$ cat src/rtl/dma_cc_pkg.sv
package dma_cc_pkg;
  localparam int WORD_W    = 32;
  typedef logic [WORD_W-1:0] word_t;

  // mode word bit positions
  localparam int MB_EN     = 0;
  localparam int MB_TODEV  = 1;
  localparam int MB_TC     = 8;
  localparam int MB_MERR   = 9;
  localparam int MB_AERR   = 10;

  // register window layout
  localparam int CH_BASE   = 'h100;
  localparam int CH_SHIFT  = 5;
  localparam int REG_SHIFT = 3;
  localparam int ERR_OFF   = 'h200;

  localparam logic [1:0] IDX_MODE = 2'd1;
  localparam logic [1:0] IDX_CNT  = 2'd2;
  localparam logic [1:0] IDX_ADDR = 2'd3;

  function automatic word_t clip_len(word_t want, word_t left);
    return (want < left) ? want : left;
  endfunction

  function automatic logic req_ok(word_t mode, logic dev_wr);
    return mode[MB_EN] && (dev_wr == !mode[MB_TODEV]);
  endfunction

  function automatic word_t mode_after(word_t mode, logic ok);
    word_t m;
    m = mode;
    m[MB_TC]   = ok;
    m[MB_MERR] = !ok;
    m[MB_AERR] = 1'b0;
    return m;
  endfunction
endpackage

$ cat src/rtl/dma_cc_arb.sv
module dma_cc_arb #(
  parameter int N = 4
) (
  input  logic [N-1:0] req,
  output logic [N-1:0] gnt,
  output logic         any
);
  logic [N:0] seen;
  assign seen[0] = 1'b0;

  for (genvar gi = 0; gi < N; gi++) begin : g_pick
    assign gnt[gi]    = req[gi] & ~seen[gi];
    assign seen[gi+1] = seen[gi] | req[gi];
  end

  assign any = seen[N];
endmodule

$ cat src/rtl/dma_cc_chan.sv
module dma_cc_chan
  import dma_cc_pkg::*;
(
  input  logic       clk,
  input  logic       rst_n,
  input  logic       wr_en,
  input  logic [1:0] wr_sel,
  input  word_t      wdata,
  input  logic       svc,
  input  logic       dev_wr,
  input  word_t      want_len,
  output word_t      mode_q,
  output word_t      cnt_q,
  output word_t      addr_q,
  output logic       ok,
  output word_t      use_len
);
  assign ok      = req_ok(mode_q, dev_wr);
  assign use_len = clip_len(want_len, cnt_q);

  // A software write in the same cycle as a service update wins (last assignment).
  always_ff @(posedge clk or negedge rst_n) begin
    if (!rst_n) begin
      mode_q <= '0;
      cnt_q  <= '0;
      addr_q <= '0;
    end else begin
      if (svc) begin
        mode_q <= mode_after(mode_q, ok);
        if (ok) cnt_q <= cnt_q - use_len;
      end
      if (wr_en) begin
        case (wr_sel)
          IDX_MODE: mode_q <= wdata;
          IDX_CNT:  cnt_q  <= wdata;
          IDX_ADDR: addr_q <= wdata;
          default:  ;
        endcase
      end
    end
  end
endmodule

$ cat src/rtl/dma_chan_ctrl.sv
module dma_chan_ctrl
  import dma_cc_pkg::*;
#(
  parameter  int NCH = 4,
  parameter  int AW  = 10,
  localparam int CHW = (NCH > 1) ? $clog2(NCH) : 1
) (
  input  logic              clk,
  input  logic              rst_n,
  input  logic              reg_wr,
  input  logic [AW-1:0]     reg_addr,
  input  logic [31:0]       reg_wdata,
  output logic [31:0]       reg_rdata,
  input  logic [NCH-1:0]    req,
  input  logic [NCH-1:0]    req_dev_wr,
  input  logic [NCH*32-1:0] req_len,
  output logic [NCH-1:0]    req_gnt,
  output logic              xfer_valid,
  output logic [CHW-1:0]    xfer_chan,
  output logic [31:0]       xfer_addr,
  output logic [31:0]       xfer_len,
  output logic              xfer_to_dev
);
  localparam logic [AW-1:0] CH_LO  = AW'(CH_BASE);
  localparam logic [AW-1:0] CH_HI  = AW'(CH_BASE + (NCH << CH_SHIFT));
  localparam logic [AW-1:0] ERR_AD = AW'(ERR_OFF);

  // register window decode
  logic [AW-1:0]  rel;
  logic           hit_ch;
  logic [CHW-1:0] acc_ch;
  logic [1:0]     acc_idx;

  assign rel     = reg_addr - CH_LO;
  assign hit_ch  = (reg_addr >= CH_LO) && (reg_addr < CH_HI) && (reg_addr[2:0] == 3'b000);
  assign acc_ch  = CHW'(rel >> CH_SHIFT);
  assign acc_idx = 2'(rel >> REG_SHIFT);

  // per-channel state
  word_t    mode_v [NCH];
  word_t    cnt_v  [NCH];
  word_t    addr_v [NCH];
  word_t    len_v  [NCH];
  logic [NCH-1:0] ok_v;
  logic     svc_any;

  dma_cc_arb #(.N(NCH)) u_arb (.req(req), .gnt(req_gnt), .any(svc_any));

  for (genvar gc = 0; gc < NCH; gc++) begin : g_ch
    logic wr_here;
    assign wr_here = reg_wr && hit_ch && (acc_ch == CHW'(gc));
    dma_cc_chan u_chan (
      .clk     (clk),
      .rst_n   (rst_n),
      .wr_en   (wr_here),
      .wr_sel  (acc_idx),
      .wdata   (reg_wdata),
      .svc     (req_gnt[gc]),
      .dev_wr  (req_dev_wr[gc]),
      .want_len(req_len[gc*32 +: 32]),
      .mode_q  (mode_v[gc]),
      .cnt_q   (cnt_v[gc]),
      .addr_q  (addr_v[gc]),
      .ok      (ok_v[gc]),
      .use_len (len_v[gc])
    );
  end

  // served-channel selection, brought out as named events
  logic           sel_ok;
  word_t          sel_len;
  word_t          sel_addr;
  logic           sel_todev;
  logic [CHW-1:0] sel_ch;
  logic           svc_ok;
  logic           svc_rej;

  always_comb begin
    sel_ok    = 1'b0;
    sel_len   = '0;
    sel_addr  = '0;
    sel_todev = 1'b0;
    sel_ch    = '0;
    for (int i = 0; i < NCH; i++) begin
      if (req_gnt[i]) begin
        sel_ok    = ok_v[i];
        sel_len   = len_v[i];
        sel_addr  = addr_v[i];
        sel_todev = mode_v[i][MB_TODEV];
        sel_ch    = CHW'(i);
      end
    end
  end

  assign svc_ok  = svc_any && sel_ok;
  assign svc_rej = svc_any && !sel_ok;

  // command port and error-source word
  logic [NCH-1:0] err_q;

  always_ff @(posedge clk or negedge rst_n) begin
    if (!rst_n) begin
      xfer_valid  <= 1'b0;
      xfer_chan   <= '0;
      xfer_addr   <= '0;
      xfer_len    <= '0;
      xfer_to_dev <= 1'b0;
      err_q       <= '0;
    end else begin
      xfer_valid <= svc_ok;
      if (svc_ok) begin
        xfer_chan   <= sel_ch;
        xfer_addr   <= sel_addr;
        xfer_len    <= sel_len;
        xfer_to_dev <= sel_todev;
      end
      if (svc_rej) err_q <= err_q | req_gnt;
    end
  end

  // read mux
  always_comb begin
    reg_rdata = '0;
    if (hit_ch) begin
      case (acc_idx)
        IDX_MODE: reg_rdata = mode_v[acc_ch];
        IDX_CNT:  reg_rdata = cnt_v[acc_ch];
        IDX_ADDR: reg_rdata = addr_v[acc_ch];
        default:  reg_rdata = '0;
      endcase
    end else if (reg_addr == ERR_AD) begin
      reg_rdata = 32'(err_q);
    end
  end
endmodule

$ cat config.mk
export PLATFORM = sky130hd
export DESIGN_NAME = dma_chan_ctrl
export DESIGN_NICKNAME = d
export VERILOG_FILES = /design/src/rtl/dma_cc_pkg.sv /design/src/rtl/dma_cc_arb.sv /design/src/rtl/dma_cc_chan.sv /design/src/rtl/dma_chan_ctrl.sv
export SDC_FILE = /design/constraint.sdc
export NUM_CORES = 2
export LEC_CHECK = 0
export BUFFER_PORTS_ARGS = -buffer_cell sky130_fd_sc_hd__buf_2
export CAP_MARGIN = 20
export CELL_PAD_IN_SITES_DETAIL_PLACEMENT = 1
export CELL_PAD_IN_SITES_GLOBAL_PLACEMENT = 1
export CORE_MARGIN = 2
export CORE_UTILIZATION = 30
export DETAILED_ROUTE_END_ITERATION = 10
export GPL_TIMING_DRIVEN = 0
export HOLD_SLACK_MARGIN = 0.05
export PLACE_DENSITY = 0.64
export SLEW_MARGIN = 25
export SYNTH_ARGS = -nofsm -noshare
export SYNTH_HDL_FRONTEND = slang
export SYNTH_SLANG_ARGS = --single-unit
$ cat constraint.sdc
create_clock -name clk -period 7.74 [get_ports clk]
set_clock_uncertainty 0.1 [all_clocks]
set_input_delay 0 -clock clk [delete_from_list [all_inputs] [get_ports clk]]
set_output_delay 0 -clock clk [all_outputs]
set_load 0.01 [all_outputs]
==> results.txt <==
slowest library cell on the worst path: nor4_2
Detail Placement HPWL: 144600 microns
placed cell area: 38670 sq um
mux cell area share after synthesis: 13.40%
fraction of registers with async set/reset: 100.0%
largest cells by area after synthesis: dfrtp_1 (33%), ha_1 (7.5%), mux2_2 (6.4%), a21oi_1 (6.2%), mux4_2 (6.2%)
Worst Setup End Kind: flip-flop
Crit Path Category: flip-flop to flip-flop
Die Ht: 346.0 microns
post-layout util: 36.55%
Critical Path Start: g_ch[1].u_chan.cnt_q[31]$_DFF_PN0_
top cell type's share of synthesized area: 32.53%
reg2reg start: g_ch[1].u_chan.cnt_q[31]$_DFF_PN0_
top-count cell post-synth: nand2_1
Max Transition Viols Final: 0
DR vias/cell: 5.842
nets: 5037
pre-CTS setup slack: -0.3714 ns
post-synthesis xor/xnor area fraction: 2.322%
synth cell count leaders: nand2_1 (564), nor2_1 (466), dfrtp_1 (456), a21oi_1 (432), clkbuf_1 (238)
final worst slack: 0.3183 ns
Seq pwr share: 32.6%
die footprint: 119700 sq um
Synthesized Nets: 4533
WP data required: 8.18 ns
grt ovf: 0
drt wl/cell: 28.90 microns
maximum clock path buffer count: 3
initial core utilization: 30.23%
GRT Resource Usage Total: 29.34%
Design Area, Final: 42420 sq um
Synth Cell Area: 35080 sq um
Critical Path Fanout Max: 10
clk root buf: clkbuf_16
critical path arrival: 7.86 ns
internal power: 5162 uW
Final period util: 95.89%
WL final: 179800 microns
CTS tree: done
critical path launch point type: flip-flop
Sink Count: 456
largest net degree at the start of global routing: 82
fin crit period: 7.422 ns
Hold Violations, Final: 0
layout cells sized above 1: 17.16%
CTS buffer count: 58
Post-Syn Instances: 4139
Post-synth EDFFs: 0
Clock Latency Late Sink: 0.70 ns
total power draw: 8077 uW
Peak Freq: 134.7 MHz
hold path depth: 7
Mapped Avg Cell Area: 8.475 sq um
largest family of logic cells by synthesized area: compound AO/OA/AOI/OAI gates
worst r2r dst: g_ch[1].u_chan.cnt_q[29]$_DFF_PN0_
H-tree levels: 2
post-synthesis simple-gate area fraction: 16.75%
RePlAce Congestion: 0.9720
I/O Pins: 285
area grow syn2layout: 20.91%
Slew @ Worst Pin: 1.206 ns
Adder-Cell Fraction of Synth Area: 8.656%
first-pass GRT wire length: 258600 microns
clock slew at reported path FFs: 0.06 ns
port buffer count: 281
area leader, netlist: dfrtp_1
r2r setup slk: 0.32 ns
Yosys reg bits: 456
VDD IR-drop max: 0.1785 mV
antenna violations before repair: 17
Switch Pwr: 2915 uW
Post-synth top flop: dfrtp_1
final setup fails: 0
Clk pwr share: 37.1%
Slew HR: 18.77%
max_cap viols: 0
hold path start: req_len[33]
max incr delay on CP: 0.70 ns
unrepaired setup endpoints after global routing: no
detailed-route DRC error count: 0
sequential share of the synthesized area: 32.53%
power density over the cells: 190.4 nW/um^2
Pre-antenna DRT Iters: 5
Worst Hold Class: input pin to flip-flop
antenna viol nets, final: 0
Top Family by Delay on Critical Path: compound AO/OA/AOI/OAI gates
hold worst-path end: g_ch[1].u_chan.cnt_q[1]$_DFF_PN0_
routed via count: 36340
placed cell count: 5956
chip width: 346.0 microns
initial DRC count: 3275
Final Non-Filler Cells: 6221
Switching Fraction: 36.09%
Synth Area in Compound Gates: 21.13%
Static Leak: 0.01913 uW
R2R cell count: 25
status: finished clean
worst path buffer plus inverter count: 5
Core Footprint: 116000 sq um
number of global-route vias before repair: 37110
Synth cell types: 97
Core Rows: 125
Yosys Warn Count: 0
Comb power frac: 30.4%
[state kept, by name (all words and copies together), names as in the netlist, 2 cells and up]
name                flops
xfer_addr              32
xfer_chan               2
g_ch.u_chan.mode_q    128
err_q                   4
g_ch.u_chan.cnt_q     128
g_ch.u_chan.addr_q    128
xfer_len               32
[cell families (layout without fill, tap and decap cells)]
| family | Yosys count | after routing |
|---|---|---|
| other | 0 | 6 |
| AND/OR/NAND/NOR | 1364 | 1364 |
| adder cells (fa/ha/maj) | 247 | 247 |
| multiplexers | 325 | 325 |
| buffers and inverters | 476 | 1028 |
| AO/OA/AOI/OAI | 1178 | 1178 |
| flip-flops | 456 | 456 |
| XOR/XNOR | 93 | 93 |
[worst reg2reg max path, cell delays in order (launching register included)]
cell      delay (ns)
dfrtp_1         0.43
inv_1           0.09
ha_1            0.37
nand4_1         0.24
nor4_2          0.70
and3_1          0.41
a21oi_4         0.15
clkbuf_2        0.29
clkbuf_4        0.28
clkbuf_2        0.28
o21ai_0         0.33
ha_1            0.32
nor2b_1         0.08
o31a_1          0.29
nor3_1          0.24
o41a_1          0.19
buf_2           0.21
o21ai_0         0.18
a31oi_1         0.35
o311ai_2        0.22
o211ai_1        0.23
nand3_1         0.31
a211o_1         0.45
a221oi_2        0.25
xor2_1          0.21
a21oi_1         0.09
[layer usage]
| layer | global-route usage [%] | share of wire [%] |
|---|---|---|
| met5 | 0 | 0.043 |
| met1 | 38.70 | 42 |
| met2 | 47.63 | 46 |
| met3 | 4.974 | 7.5 |
| met4 | 11.84 | 4.5 |
[cell type report]
type | count | area, sq um
flip-flops and latches | 456 | 11410
clock inverters | 25 | 359.1
fillers | 13840 | 73630
clock buffers | 83 | 1715
repair buffers | 451 | 3196
diodes | 6 | 15.01
plain buffers | 282 | 1145
well taps | 1524 | 1907
inverters | 187 | 701.9
multi-input cells | 3207 | 21960
[cells in the final DEF (no fill, tap or decap), types with 23 or more instances in the layout]
cell	n
dfrtp_1	454
buf_2	303
nor3_1	64
a221oi_1	44
clkbuf_16	58
o22ai_1	25
mux2i_1	31
nand4_1	29
nand3_1	57
nand2b_1	34
a211oi_1	29
o211ai_1	26
dlygate4sd3_1	149
a22oi_1	71
mux4_2	96
o21a_1	34
clkbuf_2	23
ha_1	209
nand2_1	564
xnor2_1	49
xor2_1	44
mux2_2	198
maj3_1	33
nor2_1	463
a31oi_1	44
a21o_1	57
inv_1	186
o21ai_0	228
clkbuf_1	217
nor2b_1	47
a21oi_1	430
[power groups by stage]
stage	registers, uW	logic [uW]	clock network [uW]
global route	2630	2660	3100
finish	2630	2450	2990
CTS	2620	2380	3010
floorplan	2600	1480	0
global placement	2660	2240	0
detailed placement	2660	2290	0
[timing repair]
action                     4_1_cts  5_1_grt
setup endpoints to repair       27       50
buffers inserted                 0        8
pin swaps                        0        4
hold buffers                   150        0
hold endpoints to repair       506        0
resized for setup               10       24
[worst max-delay path by stage]
stage | to | slack (ns) | cells after the start
final | g_ch[1].u_chan.cnt_q[29]$_DFF_PN0_ | 0.32 | 25
after global routing | g_ch[1].u_chan.cnt_q[29]$_DFF_PN0_ | 0.003 | 26
after CTS | g_ch[1].u_chan.cnt_q[26]$_DFF_PN0_ | 0.02 | 27
after detailed placement | g_ch[1].u_chan.cnt_q[29]$_DFF_PN0_ | -0.37 | 28
after global placement | g_ch[2].u_chan.cnt_q[29]$_DFF_PN0_ | -3.66 | 1
after floorplan | g_ch[3].u_chan.cnt_q[31]$_DFF_PN0_ | 1.83 | 24
[per-stage QoR]
stage	setup TNS, ns	hold slack (ns)
floorplan	0	-0.3956
global placement	-1628.93	0.08661
detailed placement	-4.276	-0.1796
CTS	0	0.05792
global route	0	0.1041
finish	0	0.06928
Power figures use the tool's default switching activity.
